## config.mk

```make
export PLATFORM = sky130hd
export DESIGN_NAME = sdram_burst_colgen
export DESIGN_NICKNAME = d
export VERILOG_FILES = /design/src/rtl/colgen_pkg.sv /design/src/rtl/colgen_ctrl.sv /design/src/rtl/colgen_datapath.sv /design/src/rtl/sdram_burst_colgen.sv
export SDC_FILE = /design/constraint.sdc
export NUM_CORES = 1
export LEC_CHECK = 0
export BUFFER_PORTS_ARGS = -buffer_cell sky130_fd_sc_hd__buf_4
export CAP_MARGIN = 20
export CORE_MARGIN = 5
export CORE_UTILIZATION = 46
export DETAILED_ROUTE_END_ITERATION = 16
export GPL_TIMING_DRIVEN = 0
export PLACE_DENSITY = 0.75
export SLEW_MARGIN = 20
export SYNTH_ARGS = -nofsm -noshare
export SYNTH_HDL_FRONTEND = slang
export SYNTH_HIERARCHICAL = 1
export SYNTH_SLANG_ARGS = --single-unit
```

## constraint.sdc

```tcl
create_clock -name clk -period 2.3 [get_ports clk]
set_clock_uncertainty 0.05 [all_clocks]
set_input_delay 0.345 -clock clk [delete_from_list [all_inputs] [get_ports clk]]
set_output_delay 0.345 -clock clk [all_outputs]
set_load 0.05 [all_outputs]
```

## src/rtl/colgen_pkg.sv

```systemverilog
package colgen_pkg;

  // Default geometry of one row: 8 column bits, 256 columns.
  localparam int unsigned COL_BITS = 8;
  // Width of the burst-length code.
  localparam int unsigned LEN_BITS = 3;
  // log2 of the longest fixed burst (8 beats).
  localparam int unsigned FIXED_MAX_LOG = 3;

  // Strobes from control to datapath.
  typedef struct packed {
    logic load;   // capture a new start column
    logic step;   // move to the next column of the burst
  } colStrobe_t;

endpackage

```

## src/rtl/colgen_ctrl.sv

```systemverilog
module colgen_ctrl
  import colgen_pkg::*;
#(
  parameter int unsigned ColW        = COL_BITS,
  parameter int unsigned LenW        = LEN_BITS,
  parameter int unsigned FixedMaxLog = FIXED_MAX_LOG
) (
  input  logic            clk,
  input  logic            rstN,
  input  logic            clkEn,
  input  logic            cmdRead,
  input  logic            cmdWrite,
  input  logic            autoPre,
  input  logic [LenW-1:0] lenCode,
  input  logic            termReq,
  output colStrobe_t      strobe,
  output logic [ColW-1:0] wrapMask,
  output logic            beatValid,
  output logic            beatWrite,
  output logic            endBurst,
  output logic            prechargeStart
);

  localparam int unsigned CntW = (FixedMaxLog < 1) ? 1 : FixedMaxLog;
  localparam logic [LenW-1:0] PageCode = '1;

  logic            activeQ;
  logic            pageQ;
  logic            apQ;
  logic            wrQ;
  logic [CntW-1:0] remainQ;
  logic [ColW-1:0] maskQ;

  logic            cmdHit;
  logic            lastBeat;
  logic [ColW-1:0] maskNext;
  logic            pageNext;

  // Length code to wrap mask: a fixed burst of 2^k beats gets k ones,
  // the page code gets all ones, any unused code gets a single beat.
  always_comb begin
    pageNext = (lenCode == PageCode);
    maskNext = '0;
    if (pageNext) begin
      maskNext = '1;
    end else if (int'(lenCode) <= int'(FixedMaxLog)) begin
      for (int b = 0; b < int'(ColW); b++) begin
        maskNext[b] = (b < int'(lenCode));
      end
    end
  end

  assign cmdHit   = clkEn & (cmdRead | cmdWrite);
  assign lastBeat = activeQ & ~pageQ & (remainQ == '0);

  assign strobe.load = cmdHit;
  assign strobe.step = clkEn & activeQ & ~cmdHit & ~termReq & ~lastBeat;

  always_ff @(posedge clk or negedge rstN) begin
    if (!rstN) begin
      activeQ <= 1'b0;
      pageQ   <= 1'b0;
      apQ     <= 1'b0;
      wrQ     <= 1'b0;
      remainQ <= '0;
      maskQ   <= '0;
    end else if (clkEn) begin
      if (cmdHit) begin
        activeQ <= 1'b1;
        pageQ   <= pageNext;
        apQ     <= autoPre;
        wrQ     <= cmdWrite;
        remainQ <= maskNext[CntW-1:0];
        maskQ   <= maskNext;
      end else if (termReq) begin
        activeQ <= 1'b0;
      end else if (activeQ) begin
        if (lastBeat) begin
          activeQ <= 1'b0;
        end else begin
          remainQ <= remainQ - CntW'(1);
        end
      end
    end
  end

  assign wrapMask       = maskQ;
  assign beatValid      = activeQ & clkEn;
  assign beatWrite      = beatValid & wrQ;
  assign endBurst       = beatValid & lastBeat;
  assign prechargeStart = endBurst & apQ;

  // Suspend freezes all burst progress.
  assert_suspend_hold_R10: assert property (@(posedge clk) disable iff (!rstN)
    !clkEn |=> ($stable(activeQ) && $stable(remainQ) && $stable(maskQ)));

  // Final beat without a fresh command closes the burst.
  assert_end_closes_R6: assert property (@(posedge clk) disable iff (!rstN)
    (endBurst && !cmdHit) |=> !activeQ);

  // A command always opens a burst for the next cycle.
  assert_cmd_opens_R8: assert property (@(posedge clk) disable iff (!rstN)
    cmdHit |=> activeQ);

  // Terminate without a command stops the burst.
  assert_term_stops_R9: assert property (@(posedge clk) disable iff (!rstN)
    (clkEn && termReq && !cmdHit) |=> !activeQ);

  // A full-page burst never ends by itself.
  assert_page_runs_R5: assert property (@(posedge clk) disable iff (!rstN)
    (clkEn && activeQ && pageQ && !termReq && !cmdHit) |=> activeQ);

  // Precharge start only with a valid beat.
  assert_pre_valid_R7: assert property (@(posedge clk) disable iff (!rstN)
    prechargeStart |-> (beatValid && clkEn));

endmodule

```

## src/rtl/colgen_datapath.sv

```systemverilog
module colgen_datapath
  import colgen_pkg::*;
#(
  parameter int unsigned ColW = COL_BITS
) (
  input  logic            clk,
  input  logic            rstN,
  input  colStrobe_t      strobe,
  input  logic [ColW-1:0] startCol,
  input  logic [ColW-1:0] wrapMask,
  output logic [ColW-1:0] colAddr
);

  logic [ColW-1:0] colQ;
  logic [ColW-1:0] colInc;
  logic [ColW-1:0] colStep;

  // Bits under the mask count, bits above it stay put.
  assign colInc  = colQ + ColW'(1);
  assign colStep = (colQ & ~wrapMask) | (colInc & wrapMask);

  always_ff @(posedge clk or negedge rstN) begin
    if (!rstN) begin
      colQ <= '0;
    end else if (strobe.load) begin
      colQ <= startCol;
    end else if (strobe.step) begin
      colQ <= colStep;
    end
  end

  assign colAddr = colQ;

  // Column bits outside the wrap window never change on a step.
  assert_upper_fixed_R4: assert property (@(posedge clk) disable iff (!rstN)
    (strobe.step && !strobe.load) |=> (((colQ ^ $past(colQ)) & ~$past(wrapMask)) == '0));

  // Page wrap: last column goes back to zero.
  assert_page_wrap_R5: assert property (@(posedge clk) disable iff (!rstN)
    (strobe.step && !strobe.load && (wrapMask == '1) && (colQ == '1)) |=> (colQ == '0));

  // Load presents the requested column.
  assert_load_col_R2: assert property (@(posedge clk) disable iff (!rstN)
    strobe.load |=> (colQ == $past(startCol)));

  // Idle strobes leave the column alone.
  assert_idle_hold_R10: assert property (@(posedge clk) disable iff (!rstN)
    (!strobe.load && !strobe.step) |=> $stable(colQ));

endmodule

```

## src/rtl/sdram_burst_colgen.sv

```systemverilog
module sdram_burst_colgen
  import colgen_pkg::*;
#(
  parameter int unsigned ColW        = COL_BITS,
  parameter int unsigned LenW        = LEN_BITS,
  parameter int unsigned FixedMaxLog = FIXED_MAX_LOG
) (
  input  logic            clk,
  input  logic            rstN,
  input  logic            clkEn,
  input  logic            cmdRead,
  input  logic            cmdWrite,
  input  logic            autoPre,
  input  logic [ColW-1:0] startCol,
  input  logic [LenW-1:0] lenCode,
  input  logic            termReq,
  output logic [ColW-1:0] colAddr,
  output logic            beatValid,
  output logic            beatWrite,
  output logic            endBurst,
  output logic            prechargeStart
);

  colStrobe_t      strobe;
  logic [ColW-1:0] wrapMask;

  colgen_ctrl #(
    .ColW        (ColW),
    .LenW        (LenW),
    .FixedMaxLog (FixedMaxLog)
  ) i_ctrl (
    .clk            (clk),
    .rstN           (rstN),
    .clkEn          (clkEn),
    .cmdRead        (cmdRead),
    .cmdWrite       (cmdWrite),
    .autoPre        (autoPre),
    .lenCode        (lenCode),
    .termReq        (termReq),
    .strobe         (strobe),
    .wrapMask       (wrapMask),
    .beatValid      (beatValid),
    .beatWrite      (beatWrite),
    .endBurst       (endBurst),
    .prechargeStart (prechargeStart)
  );

  colgen_datapath #(
    .ColW (ColW)
  ) i_datapath (
    .clk      (clk),
    .rstN     (rstN),
    .strobe   (strobe),
    .startCol (startCol),
    .wrapMask (wrapMask),
    .colAddr  (colAddr)
  );

endmodule

```

Word level (Yosys, flattened, before mapping)
Index checks and enable logic that the tools add are counted.
- register bits: 23
- bits in latches: 0
- bits in writable memories: 0
- ROM bits: 0
- input port bits: 18
- output and inout bits: 12
- word-level logic and storage cells: 56
- memories: 0
- $add $sub $neg: 2
- $mul: 0
- divide/modulo/power cells: 0
- magnitude comparators: 8
- eq/ne operators: 3
- shifts and indexed selects: 0
- multiplexer cells: 12
- bitwise gates (word level): 19
- reductions and logical operators: 5
- operators with widths (cell ; number):
    8-bit two-way mux ; 3
    8-bit AND ; 2
    3-bit two-way mux ; 4
    1-bit AND ; 10
    3-bit less-than comparator (first input constant) ; 3
    8-bit by 1-bit adder with 8-bit output (second input constant) ; 1
    8-bit inverter ; 1
    8-bit OR ; 1
    7-bit two-way mux ; 1
    1-bit by 3-bit less-than comparator with 1-bit output (first input constant) ; 2
    2-bit by 3-bit less-than comparator with 1-bit output (first input constant) ; 2
    1-bit two-way mux ; 4
    2-bit by 1-bit != test with 1-bit output (second input constant) ; 2
    1-bit inverter ; 4
    4-bit AND reduction ; 1
    2-bit nonzero test ; 2
    3-bit equality test (second input constant) ; 1
    3-bit by 2-bit less-or-equal comparator with 1-bit output (second input constant) ; 1
    3-bit logical NOT ; 1
    3-bit by 1-bit subtractor with 3-bit output (second input constant) ; 1
    2-bit AND reduction ; 1
    1-bit OR ; 1

Longest topological paths before layout
- depth after elaboration: 8
- gate-level depth with buffers: 8
- gate-level depth less buffers: 8

By module
Netlist, hierarchy kept.
- modules (own cells, without submodules) (module ; instances ; cells each ; area an instance (sq um) ; seq. area each (sq um)):
    colgen_ctrl ; 1 ; 67 ; 661.9 ; 350.3
    colgen_datapath ; 1 ; 51 ; 454.2 ; 200.2

Least setup slack after synthesis
No wires, ideal clock.
- kind: register to output
- from: register i_ctrl.remainQ[0]
- to: output port prechargeStart
- arrival: 1.962 ns
- required time: 1.905 ns
- path slack: -0.057 ns
- stages on the path, launching flop included: 6
- path buffers: 0
- path through: dfrtp_1 inv_1 ha_1 nor3b_1 and3_1 and2_1
- cells in the longest elaborated chain, start to end: 4
- RTL lines (element ; RTL line ; RTL):
    from (decl) ; colgen_ctrl.sv:31 ; logic [CntW-1:0] remainQ;
    from (signal assigned) ; colgen_ctrl.sv:73 ; remainQ <= maskNext[CntW-1:0];
    from (signal assigned) ; colgen_ctrl.sv:81 ; remainQ <= remainQ - CntW'(1);
    3-bit logical NOT ; colgen_ctrl.sv:54 ; assign lastBeat = activeQ & ~pageQ & (remainQ == '0);
    1-bit AND ; colgen_ctrl.sv:54 ;
    1-bit AND ; colgen_ctrl.sv:90 ; assign endBurst = beatValid & lastBeat;
    via endBurst ; sdram_burst_colgen.sv:20 ; output logic endBurst,
    1-bit AND ; colgen_ctrl.sv:91 ; assign prechargeStart = endBurst & apQ;
    to (decl) ; sdram_burst_colgen.sv:21 ; output logic prechargeStart
The timed path passes the listed nets, and every way through them passes these cells.

==> summary.txt <==
Status
  • Status: completed

Die
  • Core area: approximately 2300 um^2
  • Num rows: 17
  • Initial core utilization: 0.495
  • Io pins: 30
  • Die ar.: about 3500 um^2
  • Chip height: 59.3 um
  • Die X: 59.3 um

Clocking
  • Worst-Skew Late Latency: about 0.30 ns
  • H-Tree Depth: 1
  • Total CTS buffers: 3
  • Clock tree root driver cell: clkbuf_4
  • CTS clk-pin slew, worst paths: between 0.1 and 0.15 ns
  • CTS Sinks: 22
  • CTS tree: yes
  • Clock buffer depth: 2

Placement
  • IO Port Bufs: 29
  • Hpwl dp: around 2.1 mm
  • Placement Setup Slack: -0.244 ns
  • Routability cong.: roughly 0.77

Setup path
  • Worst EP required: roughly 2.5 ns
  • Worst Reg-to-Reg Cells: 8
  • Crit path max fanout: 6
  • Startpoint Class: register
  • Worst setup EP type: register
  • CP arrival: 2.44 ns
  • Crit Path Class: reg2reg

Route
  • Via density: about 5.6
  • Drt total wl: about 2.8 mm
  • Post-route ant nets: 0
  • Pre-Repair DR Iteration Count: 4
  • WL/cell: 15.0 um
  • First DRT Iteration DRCs: 36
  • Vias: 1023
  • DRC viols: 0

Hold path
  • Hold path cells: 3
  • Hold crit path type: in2reg

Timing
  • Min Hold Slack: 0.185 ns
  • Max-slew headroom: 0.693
  • Final setup fails: 0
  • Setup WS post-layout: between 0.04 and 0.05 ns
  • Crit path time final: 2.25 ns
  • Final hold violation count: 0
  • Pins over their slew limit: 0
  • Peak Freq: roughly 440 MHz
  • Tightest Pin Transition: roughly 0.46 ns
  • Final Cycle Share: 0.979
  • Unrepaired setup endpoints after global routing: yes

GRT
  • Vias in the first global route: slightly above 1k
  • Gr ovfl total: 0
  • First-pass GRT wire length: between 4 and 5 mm
  • Initial antenna violation count: 0
  • Largest net degree at the start of global routing: 23
  • GRT Total Usage: 0.174

Layout
  • Number of antenna diodes: 0
  • Layout cell share with drive strength beyond 1: 0.327
  • Final Net Count: approximately 180
  • Syn-to-layout area delta: 35.5%

Job
  • Max cap viols: 0

Logic synthesis
  • Flops & latches, synth: 22
  • Sequential share of the synthesized area: 0.493
  • Syn Nets: 139
  • Post-Syn Area: between 1000 and 1500 um^2
  • YS warnings: 6
  • Post-synthesis cell type count: 31
  • Syn avg cell area: around 9.5 um^2
  • Mapped Cells: about 120

Power and ir drop
  • Leakage: around 0.73 nW
  • Power per Cell Area: roughly 650 nW/um^2
  • VDD IR max: ~420 uV
==> final timing paths <==
check                              startpoint                 end  slack (ns)
max                         i_ctrl/remainQ[0]            register        0.05
min                                   autoPre          i_ctrl/apQ        0.18
max reg2reg                 i_ctrl/remainQ[0]            register        0.05
min reg2reg                i_ctrl/wrapMask[3]  i_ctrl/wrapMask[3]        0.45
max in group asynchronous                rstN  i_ctrl/wrapMask[5]        1.58
min in group asynchronous                rstN   i_ctrl/remainQ[0]        0.40
==> placed cells by master, fill, tap and decap left out, drive strengths merged, types with 5 or more instances in the layout <==
master and count:
buf 35, dfrtp 22, nand2 22, nand3 9, inv 6, o21ai 6
or4 6, clkbuf 6, a21o 5, nor2 5
==> cell usage after synthesis <==
cell	number	area (um^2)
dfrtp_1	22	551
or4_1	6	45.0
or3_1	1	6.26
o211ai_1	4	30.0
nand2b_1	3	18.8
o31ai_1	2	15.0
a31oi_1	3	18.8
o21ai_0	5	25.0
mux2i_1	1	10.0
nor2_1	5	18.8
nand4_1	3	18.8
o21ai_2	1	8.76
nand2_2	1	6.26
nor2b_1	1	6.26
and2_1	1	6.26
and3_1	2	12.5
nand3_2	1	10.0
a21o_1	5	37.5
o311ai_0	2	17.5
ha_1	3	37.5
or2_2	1	6.26
clkbuf_1	2	7.51
a21oi_1	1	5.00
nor3b_1	1	7.51
nand2_1	21	78.8
xor2_1	2	17.5
inv_1	6	22.5
a211oi_1	1	7.51
o311ai_1	1	8.76
buf_4	2	15.0
nand3_1	8	40.0
==> where the power goes <==
group          leakage (nW)  internal [mW]  switching (mW)
sequential            0.272          0.431          0.0471
combinational         0.437          0.116           0.181
clock                0.0210         0.0965           0.117
==> per-stage QoR <==
step / setup TNS (ns) / area (um^2) / utilization / power (mW) / instances
floorplan: 0 / 1120 / - / 0.643 / 118
global placement: -0.325 / 1370 / 0.608 / 0.738 / 175
detailed placement: -0.602 / 1370 / 0.608 / 0.752 / 175
CTS: -0.0914 / 1440 / 0.639 / 0.969 / 181
global route: -0.0520 / 1510 / 0.671 / 1.05 / 184
finish: 0 / 1510 / 0.671 / 0.990 / 184
==> cell families after synthesis <==
family,after synthesis,synth area share
compound gates,25,0.156
xor+xnor,2,0.0157
fa+ha+maj,3,0.0336
buf+inv,10,0.0404
flops,22,0.493
mux,1,0.00897
simple gates,55,0.252
==> area by class of cell <==
cell class / count / area (um^2)
sequential: 22 / 551
tap: 28 / 35.0
fill: 183 / 742
multi-input combinational: 86 / 584
buffer: 4 / 22.5
clock buffer: 4 / 36.3
inverter: 6 / 22.5
timing repair buffer: 34 / 262
==> worst max-delay path, stage by stage, from the launching register on <==
cell	delay, ns
dfrtp_1	0.42
inv_2	0.07
ha_4	0.15
nor3b_4	0.16
or3_4	0.41
nor2_4	0.17
nand3_4	0.11
or4_4	0.51
a31oi_4	0.14
==> per-layer routing <==
metal  wire [um]  part of all wire  GRT usage
met4          18            0.0065     0.0583
met1        1200              0.43      0.210
met5           0                 0          0
met3         219             0.079     0.0327
met2        1320              0.48      0.306
==> repair_timing <==
| item | CTS | global route |
|---|---|---|
| hold buffers | 1 | 0 |
| setup endpoints to repair | 7 | 6 |
| setup buffers | 1 | 3 |
| endpoints found under the hold margin | 22 | 0 |
| resized for setup | 4 | 8 |
| pin swaps | 1 | 5 |
Power figures use the tool's default switching activity.
